## config.mk

```make
export PLATFORM = sky130hd
export DESIGN_NAME = xramDma
export DESIGN_NICKNAME = d
export VERILOG_FILES = /design/src/rtl/xramDmaPkg.sv /design/src/rtl/xramDmaCtrl.sv /design/src/rtl/xramDmaPath.sv /design/src/rtl/xramDma.sv
export SDC_FILE = /design/constraint.sdc
export NUM_CORES = 1
export LEC_CHECK = 0
export BUFFER_PORTS_ARGS = -buffer_cell sky130_fd_sc_hd__buf_2
export CORE_ASPECT_RATIO = 1.2
export CORE_MARGIN = 4
export CORE_UTILIZATION = 40
export DETAILED_ROUTE_END_ITERATION = 12
export GPL_ROUTABILITY_DRIVEN = 0
export GPL_TIMING_DRIVEN = 0
export PLACE_DENSITY_LB_ADDON = 0.25
export SYNTH_ARGS = -nofsm -noshare
export SYNTH_HDL_FRONTEND = slang
export SYNTH_SLANG_ARGS = --single-unit
```

## constraint.sdc

```tcl
create_clock -name clk -period 2.9 [get_ports clk]
set_input_delay 0.29 -clock clk [delete_from_list [all_inputs] [get_ports clk]]
set_output_delay 0.29 -clock clk [all_outputs]
set_load 0.005 [all_outputs]
```

## src/rtl/xramDmaPkg.sv

```systemverilog
package xramDmaPkg;

  typedef enum logic [1:0] {
    OP_STASH  = 2'd0,
    OP_FETCH  = 2'd1,
    OP_SWAP   = 2'd2,
    OP_VERIFY = 2'd3
  } dmaOp_e;

  // Strobes from the sequencer to the datapath
  typedef struct packed {
    logic   active;   // a transfer cycle is in progress
    logic   phaseWr;  // swap write half
    logic   capture;  // swap read half: latch both bytes
    logic   step;     // advance addresses, decrement length
    logic   reload;   // autoload working registers
    dmaOp_e op;
  } dmaStrobe_t;

  localparam logic [3:0] REG_STATUS = 4'd0;
  localparam logic [3:0] REG_CMD    = 4'd1;
  localparam logic [3:0] REG_HLO    = 4'd2;
  localparam logic [3:0] REG_HHI    = 4'd3;
  localparam logic [3:0] REG_XLO    = 4'd4;
  localparam logic [3:0] REG_XHI    = 4'd5;
  localparam logic [3:0] REG_BANK   = 4'd6;
  localparam logic [3:0] REG_LLO    = 4'd7;
  localparam logic [3:0] REG_LHI    = 4'd8;
  localparam logic [3:0] REG_IRQ    = 4'd9;
  localparam logic [3:0] REG_STEP   = 4'd10;

endpackage

```

## src/rtl/xramDmaCtrl.sv

```systemverilog
module xramDmaCtrl
  import xramDmaPkg::*;
#(
  parameter logic [15:0] TRIG_ADDR = 16'hFF00
) (
  input  logic        clk,
  input  logic        rstN,
  input  logic        regWrEn,
  input  logic        regRdEn,
  input  logic [3:0]  regAddr,
  input  logic [7:0]  regWrData,
  input  logic        snoopWr,
  input  logic [15:0] snoopAddr,
  input  logic        lenIsOne,
  input  logic        mismatch,
  output dmaStrobe_t  strobe,
  output logic        busy,
  output logic        irq,
  output logic [7:0]  rdData
);

  typedef enum logic [1:0] {S_IDLE, S_ARMED, S_XFER, S_SWAPWR} state_e;

  state_e state;
  logic [7:0] cr;
  logic irqEn, stIrq, stEob, stFault;
  dmaOp_e op;
  logic regWr, crWr, trigHit, byteDone, verifyFail, finish, statusRd;

  assign op         = dmaOp_e'(cr[1:0]);
  assign busy       = (state == S_XFER) || (state == S_SWAPWR);
  assign regWr      = regWrEn && !busy;
  assign crWr       = regWr && (regAddr == REG_CMD);
  assign trigHit    = (state == S_ARMED) && snoopWr && (snoopAddr == TRIG_ADDR);
  assign byteDone   = busy && ((op != OP_SWAP) || (state == S_SWAPWR));
  assign verifyFail = (op == OP_VERIFY) && mismatch;
  assign finish     = byteDone && (lenIsOne || verifyFail);
  assign statusRd   = regRdEn && (regAddr == REG_STATUS);

  always_ff @(posedge clk) begin
    if (!rstN) begin
      state   <= S_IDLE;
      cr      <= 8'h10;
      irqEn   <= 1'b0;
      stIrq   <= 1'b0;
      stEob   <= 1'b0;
      stFault <= 1'b0;
    end else begin
      if (statusRd) begin
        stIrq   <= 1'b0;
        stEob   <= 1'b0;
        stFault <= 1'b0;
      end
      if (regWr && (regAddr == REG_IRQ)) irqEn <= regWrData[0];

      case (state)
        S_IDLE, S_ARMED: begin
          if (crWr) begin
            if (regWrData[7] && regWrData[4]) begin
              cr    <= {1'b0, regWrData[6:5], 1'b1, regWrData[3:0]};
              state <= S_XFER;
            end else begin
              cr    <= regWrData;
              state <= regWrData[7] ? S_ARMED : S_IDLE;
            end
          end else if (trigHit) begin
            cr[7] <= 1'b0;
            cr[4] <= 1'b1;
            state <= S_XFER;
          end
        end
        S_XFER:   if (op == OP_SWAP) state <= S_SWAPWR;
        default:  state <= S_XFER;
      endcase

      // end-of-block status is updated before the finish decision
      if (byteDone) begin
        stEob <= lenIsOne;
        if (verifyFail) stFault <= 1'b1;
        if (finish) begin
          state <= S_IDLE;
          if (irqEn) stIrq <= 1'b1;
        end
      end
    end
  end

  assign strobe.active  = busy;
  assign strobe.phaseWr = (state == S_SWAPWR);
  assign strobe.capture = (state == S_XFER) && (op == OP_SWAP);
  assign strobe.step    = byteDone && !finish;
  assign strobe.reload  = finish && cr[5];
  assign strobe.op      = op;

  assign irq = stIrq;

  always_comb begin
    case (regAddr)
      REG_STATUS: rdData = {stIrq, stEob, stFault, 5'b0};
      REG_CMD:    rdData = cr;
      REG_IRQ:    rdData = {7'b0, irqEn};
      default:    rdData = 8'h00;
    endcase
  end

endmodule

```

## src/rtl/xramDmaPath.sv

```systemverilog
module xramDmaPath
  import xramDmaPkg::*;
#(
  parameter int BANKS  = 8,
  localparam int BANK_W = $clog2(BANKS),
  localparam int XW     = 16 + BANK_W
) (
  input  logic             clk,
  input  logic             rstN,
  input  logic             busy,
  input  logic             regWrEn,
  input  logic [3:0]       regAddr,
  input  logic [7:0]       regWrData,
  input  dmaStrobe_t       strobe,
  output logic             hostReq,
  output logic             hostWe,
  output logic [15:0]      hostAddr,
  output logic [7:0]       hostWrData,
  input  logic [7:0]       hostRdData,
  output logic             xramReq,
  output logic             xramWe,
  output logic [XW-1:0]    xramAddr,
  output logic [7:0]       xramWrData,
  input  logic [7:0]       xramRdData,
  output logic             lenIsOne,
  output logic             mismatch,
  output logic [7:0]       rdData
);

  logic [15:0]       hostCur, hostLat, xCur, xLat, lenCur, lenLat;
  logic [BANK_W-1:0] bankCur, bankLat;
  logic [1:0]        stepCtl;
  logic [7:0]        hostBuf, xBuf;
  logic [XW-1:0]     xNext;
  logic              regWr, isSwap;

  assign regWr  = regWrEn && !busy;
  assign xNext  = {bankCur, xCur} + XW'(1);
  assign isSwap = (strobe.op == OP_SWAP);

  always_ff @(posedge clk) begin
    if (!rstN) begin
      hostCur <= '0; hostLat <= '0;
      xCur    <= '0; xLat    <= '0;
      bankCur <= '0; bankLat <= '0;
      lenCur  <= '0; lenLat  <= '0;
      stepCtl <= '0;
      hostBuf <= '0; xBuf    <= '0;
    end else if (regWr) begin
      case (regAddr)
        REG_HLO:  begin hostCur[7:0]  <= regWrData; hostLat[7:0]  <= regWrData; end
        REG_HHI:  begin hostCur[15:8] <= regWrData; hostLat[15:8] <= regWrData; end
        REG_XLO:  begin xCur[7:0]     <= regWrData; xLat[7:0]     <= regWrData; end
        REG_XHI:  begin xCur[15:8]    <= regWrData; xLat[15:8]    <= regWrData; end
        REG_BANK: begin bankCur <= regWrData[BANK_W-1:0]; bankLat <= regWrData[BANK_W-1:0]; end
        REG_LLO:  begin lenCur[7:0]   <= regWrData; lenLat[7:0]   <= regWrData; end
        REG_LHI:  begin lenCur[15:8]  <= regWrData; lenLat[15:8]  <= regWrData; end
        REG_STEP: stepCtl <= regWrData[1:0];
        default: ;
      endcase
    end else begin
      if (strobe.capture) begin
        hostBuf <= hostRdData;
        xBuf    <= xramRdData;
      end
      if (strobe.reload) begin
        hostCur <= hostLat;
        xCur    <= xLat;
        bankCur <= bankLat;
        lenCur  <= lenLat;
      end else if (strobe.step) begin
        if (!stepCtl[0]) hostCur <= hostCur + 16'd1;
        if (!stepCtl[1]) {bankCur, xCur} <= xNext;
        lenCur <= lenCur - 16'd1;
      end
    end
  end

  assign lenIsOne = (lenCur == 16'd1);
  assign mismatch = (hostRdData != xramRdData);

  assign hostReq    = strobe.active;
  assign hostWe     = strobe.active && ((strobe.op == OP_FETCH) || (isSwap && strobe.phaseWr));
  assign hostAddr   = hostCur;
  assign hostWrData = isSwap ? xBuf : xramRdData;

  assign xramReq    = strobe.active;
  assign xramWe     = strobe.active && ((strobe.op == OP_STASH) || (isSwap && strobe.phaseWr));
  assign xramAddr   = {bankCur, xCur};
  assign xramWrData = isSwap ? hostBuf : hostRdData;

  always_comb begin
    case (regAddr)
      REG_HLO:  rdData = hostCur[7:0];
      REG_HHI:  rdData = hostCur[15:8];
      REG_XLO:  rdData = xCur[7:0];
      REG_XHI:  rdData = xCur[15:8];
      REG_BANK: rdData = 8'(bankCur);
      REG_LLO:  rdData = lenCur[7:0];
      REG_LHI:  rdData = lenCur[15:8];
      REG_STEP: rdData = {6'b0, stepCtl};
      default:  rdData = 8'h00;
    endcase
  end

endmodule

```

## src/rtl/xramDma.sv

```systemverilog
module xramDma
  import xramDmaPkg::*;
#(
  parameter int          BANKS     = 8,
  parameter logic [15:0] TRIG_ADDR = 16'hFF00,
  localparam int         XW        = 16 + $clog2(BANKS)
) (
  input  logic          clk,
  input  logic          rstN,
  input  logic          regWrEn,
  input  logic          regRdEn,
  input  logic [3:0]    regAddr,
  input  logic [7:0]    regWrData,
  output logic [7:0]    regRdData,
  input  logic          snoopWr,
  input  logic [15:0]   snoopAddr,
  output logic          hostReq,
  output logic          hostWe,
  output logic [15:0]   hostAddr,
  output logic [7:0]    hostWrData,
  input  logic [7:0]    hostRdData,
  output logic          xramReq,
  output logic          xramWe,
  output logic [XW-1:0] xramAddr,
  output logic [7:0]    xramWrData,
  input  logic [7:0]    xramRdData,
  output logic          busy,
  output logic          irq
);

  dmaStrobe_t strobe;
  logic lenIsOne, mismatch;
  logic [7:0] ctrlRd, pathRd;

  xramDmaCtrl #(.TRIG_ADDR(TRIG_ADDR)) ctrl (
    .clk(clk), .rstN(rstN),
    .regWrEn(regWrEn), .regRdEn(regRdEn), .regAddr(regAddr), .regWrData(regWrData),
    .snoopWr(snoopWr), .snoopAddr(snoopAddr),
    .lenIsOne(lenIsOne), .mismatch(mismatch),
    .strobe(strobe), .busy(busy), .irq(irq), .rdData(ctrlRd)
  );

  xramDmaPath #(.BANKS(BANKS)) path (
    .clk(clk), .rstN(rstN), .busy(busy),
    .regWrEn(regWrEn), .regAddr(regAddr), .regWrData(regWrData),
    .strobe(strobe),
    .hostReq(hostReq), .hostWe(hostWe), .hostAddr(hostAddr),
    .hostWrData(hostWrData), .hostRdData(hostRdData),
    .xramReq(xramReq), .xramWe(xramWe), .xramAddr(xramAddr),
    .xramWrData(xramWrData), .xramRdData(xramRdData),
    .lenIsOne(lenIsOne), .mismatch(mismatch), .rdData(pathRd)
  );

  assign regRdData = ctrlRd | pathRd;

endmodule

```

==> impl_metrics.json <==
{
  "status": "completed",
  "grt_pass1_wl_um": 47520,
  "core.rowCount": 55,
  "synth_top_cell_by_area": "dfxtp_1",
  "mostFrequentLayoutCell": "nand2_1",
  "yosysWarningCount": 0,
  "setup-violations-final": 0,
  "synthTopCellsByArea": "dfxtp_1, nand2_1, a21oi_1, xnor2_1, a221oi_1",
  "syn_area_um2": 7796,
  "period_minus_slack_ns": 2.873,
  "drt-met1-wl_um": 11990,
  "wirelength_um": 31230,
  "ant_nets": 0,
  "cts.root.buffer_cell": "clkbuf_16",
  "cp_data_required_time_ns": 3.18,
  "arrival_ns": 3.16,
  "synthCells": 1015,
  "clock_skew_ns": 0.008589,
  "regToRegStartpoint": "path.lenCur[1]",
  "fin_crit_sh": 0.9907,
  "seq_area_frac_synth": 0.3441,
  "top_layer_used": "met4",
  "dieHeight_um": 160.9,
  "grt_overflow": 0,
  "synth_top_cell_area_share": 0.3441,
  "synth_edf_count": 0,
  "syn2layout_area_growth_pct": 19.18,
  "power_density_nw_per_um2": 535.3,
  "synthDistinctLibCells": 61,
  "io_buffers": 106,
  "core_um2": 18990,
  "slew_viol_final": 0,
  "synth-seq-cells": 134,
  "startpoint_type": "register",
  "htree_levels": 4,
  "vias_per_cell": 6.181,
  "min_path_type": "input pin to register",
  "start_util": 0.4105,
  "hp-start": "xramRdData[4]",
  "maxCapViolCount": 0,
  "dr_total_vias": 8703,
  "post-route-drc-count": 0,
  "grt_pass1_vias": 8235,
  "firstDrtPassIters": 6,
  "numClockSinks": 134,
  "antenna_cells": 0,
  "cts_buffers": 17,
  "mostFrequentLayoutCells": "nand2_1, dfxtp_1, buf_2, a21oi_1, clkbuf_1",
  "antenna_found_initial": 0,
  "rsz0062_at_grt": "yes",
  "nets": 1192,
  "final_hold_viol_count": 0,
  "postLayoutCoreUtil": 0.4892,
  "clock_path_buffers": 2,
  "cts_tree": "built",
  "cp_max_fo": 10,
  "relSlewSlack": 0.2366,
  "drt_iter0_drc": 1255,
  "avgSynthCellArea_um2": 7.681,
  "wl_met2_um": 13930,
  "path_clk_slew_ns": 0.06,
  "syn-num-nets": 1068,
  "worst_pin_slew_ns": 1.136,
  "wl_per_cell_um": 22.18,
  "hold_slack_ns": 0.1207,
  "synth_async_sr_flop_share": 0,
  "max_freq_ghz": 0.3481,
  "peakVddDrop_mv": 0.3874,
  "post-dp-hpwl_um": 22840,
  "grt_max_degree": 17,
  "die_w_um": 135.4,
  "ys.flop_type": "dfxtp_1",
  "dr_wl_met3_um": 3195,
  "insertion_delay_ns": 0.43,
  "crit_start": "path.lenCur[1]",
  "p_leak_nw": 3.422,
  "drive_gt1_frac": 0.1667,
  "setup_tns_ns": 0,
  "ioPinCount": 114,
  "critPathCaptureType": "register",
  "grt_usage": 0.2818,
  "dieArea_um2": 21800,
  "crit_type": "register to register",
  "ctsHoldBuffers": 0
}
## sequential cells by signal, indices dropped and copies added (netlist names)
signal / cells
path.hostBuf: 8
path.lenLat: 16
path.xBuf: 8
ctrl.irq: 1
ctrl.stEob: 1
ctrl.stFault: 1
ctrl.cr: 8
path.stepCtl: 2
ctrl.state: 2
path.bankLat: 3
path.lenCur: 16
path.bankCur: 3
path.xLat: 16
ctrl.irqEn: 1
path.hostLat: 16
path.hostAddr: 16
path.xCur: 16
## routing by layer
layer  track usage  vias to the layer above
li1              -                     3991
met1        0.3562                     4005
met2        0.4361                      566
met3       0.06015                      141
met4        0.1737                        0
met5             0                        -
## metrics by stage
| stage | area (µm²) | setup WS, ns | power (W) | std cells |
|---|---|---|---|---|
| 2_1_floorplan | 7796 | 0.5428 | 0.002471 | 1015 |
| 3_3_place_gp | 8647 | -0.2376 | 0.002766 | 1377 |
| 3_5_place_dp | 8647 | -0.2297 | 0.002770 | 1377 |
| 4_1_cts | 9248 | 0.01795 | 0.004950 | 1408 |
| 5_1_grt | 9291 | -0.02818 | 0.005113 | 1408 |
| 6_report | 9291 | 0.02688 | 0.004974 | 1408 |
## synthesized netlist by cell type (all sizes together) (2+ instances only)
| cell type | count |
|---|---|
| a211oi | 29 |
| a21boi | 3 |
| a21o | 4 |
| a21oi | 86 |
| a221oi | 37 |
| a222oi | 5 |
| a22o | 3 |
| a22oi | 11 |
| a31oi | 18 |
| and2 | 14 |
| and3 | 6 |
| and4 | 5 |
| buf | 16 |
| clkbuf | 71 |
| dfxtp | 134 |
| ha | 4 |
| inv | 36 |
| mux2 | 16 |
| mux2i | 10 |
| nand2 | 188 |
| nand2b | 8 |
| nand3 | 63 |
| nand4 | 28 |
| nor2 | 33 |
| nor2b | 4 |
| nor3 | 14 |
| nor3b | 3 |
| nor4 | 16 |
| o211ai | 33 |
| o21a | 2 |
| o21ai | 12 |
| o221ai | 7 |
| o22ai | 9 |
| o31ai | 2 |
| o41ai | 17 |
| or2 | 3 |
| or3 | 6 |
| or4 | 2 |
| xnor2 | 39 |
| xor2 | 7 |
## worst paths after layout
kind | endpoint | slack (ns) | cells past startpoint
setup / recovery | path.xCur[6] | 0.03 | 10
hold / removal | path.xBuf[4] | 0.12 | 3
hold reg to reg | path.lenLat[6] | 0.45 | 2
setup reg to reg | path.xCur[6] | 0.03 | 10
## where the power goes
| group | switching [W] | leakage, nW | total, W | internal (W) |
|---|---|---|---|---|
| combinational | 0.000453 | 2.05 | 0.000748 | 0.000295 |
| sequential | 0.000111 | 1.09 | 0.00201 | 0.00190 |
| clock | 0.000873 | 0.287 | 0.00221 | 0.00134 |
## critical path, cell delays in order (launching register included)
cell and delay (ns):
dfxtp_1 0.43, inv_1 0.10, ha_1 0.18, and4b_1 0.18, clkbuf_1 0.16, and3_1 0.20, buf_2 0.19, nor2_2 0.36
clkbuf_2 0.35, o211ai_1 0.13, a221oi_1 0.44
## cell type report
class | count | area, µm²
inverters | 37 | 138.9
multi-input cells | 757 | 4642
fillers | 1937 | 9702
flip-flops and latches | 134 | 2683
clock buffers | 22 | 474.2
clock inverters | 10 | 120.1
well taps | 256 | 320.3
repair buffers | 107 | 538.0
plain buffers | 85 | 375.4
## what timing repair did
action,4_1_cts,5_1_grt
setup endpoints to repair,22,84
buffers inserted,0,1
resized for setup,4,14
pin swaps,0,2
## cells by family after synthesis
| family | share of synthesized area |
|---|---|
| AO/OA/AOI/OAI | 0.2496 |
| XOR/XNOR | 0.05168 |
| adder cells (fa/ha/maj) | 0.006420 |
| buffers and inverters | 0.06612 |
| flip-flops | 0.3441 |
| multiplexers | 0.03595 |
| AND/OR/NAND/NOR | 0.2462 |
No activity file was read; power rests on OpenSTA's default activity.
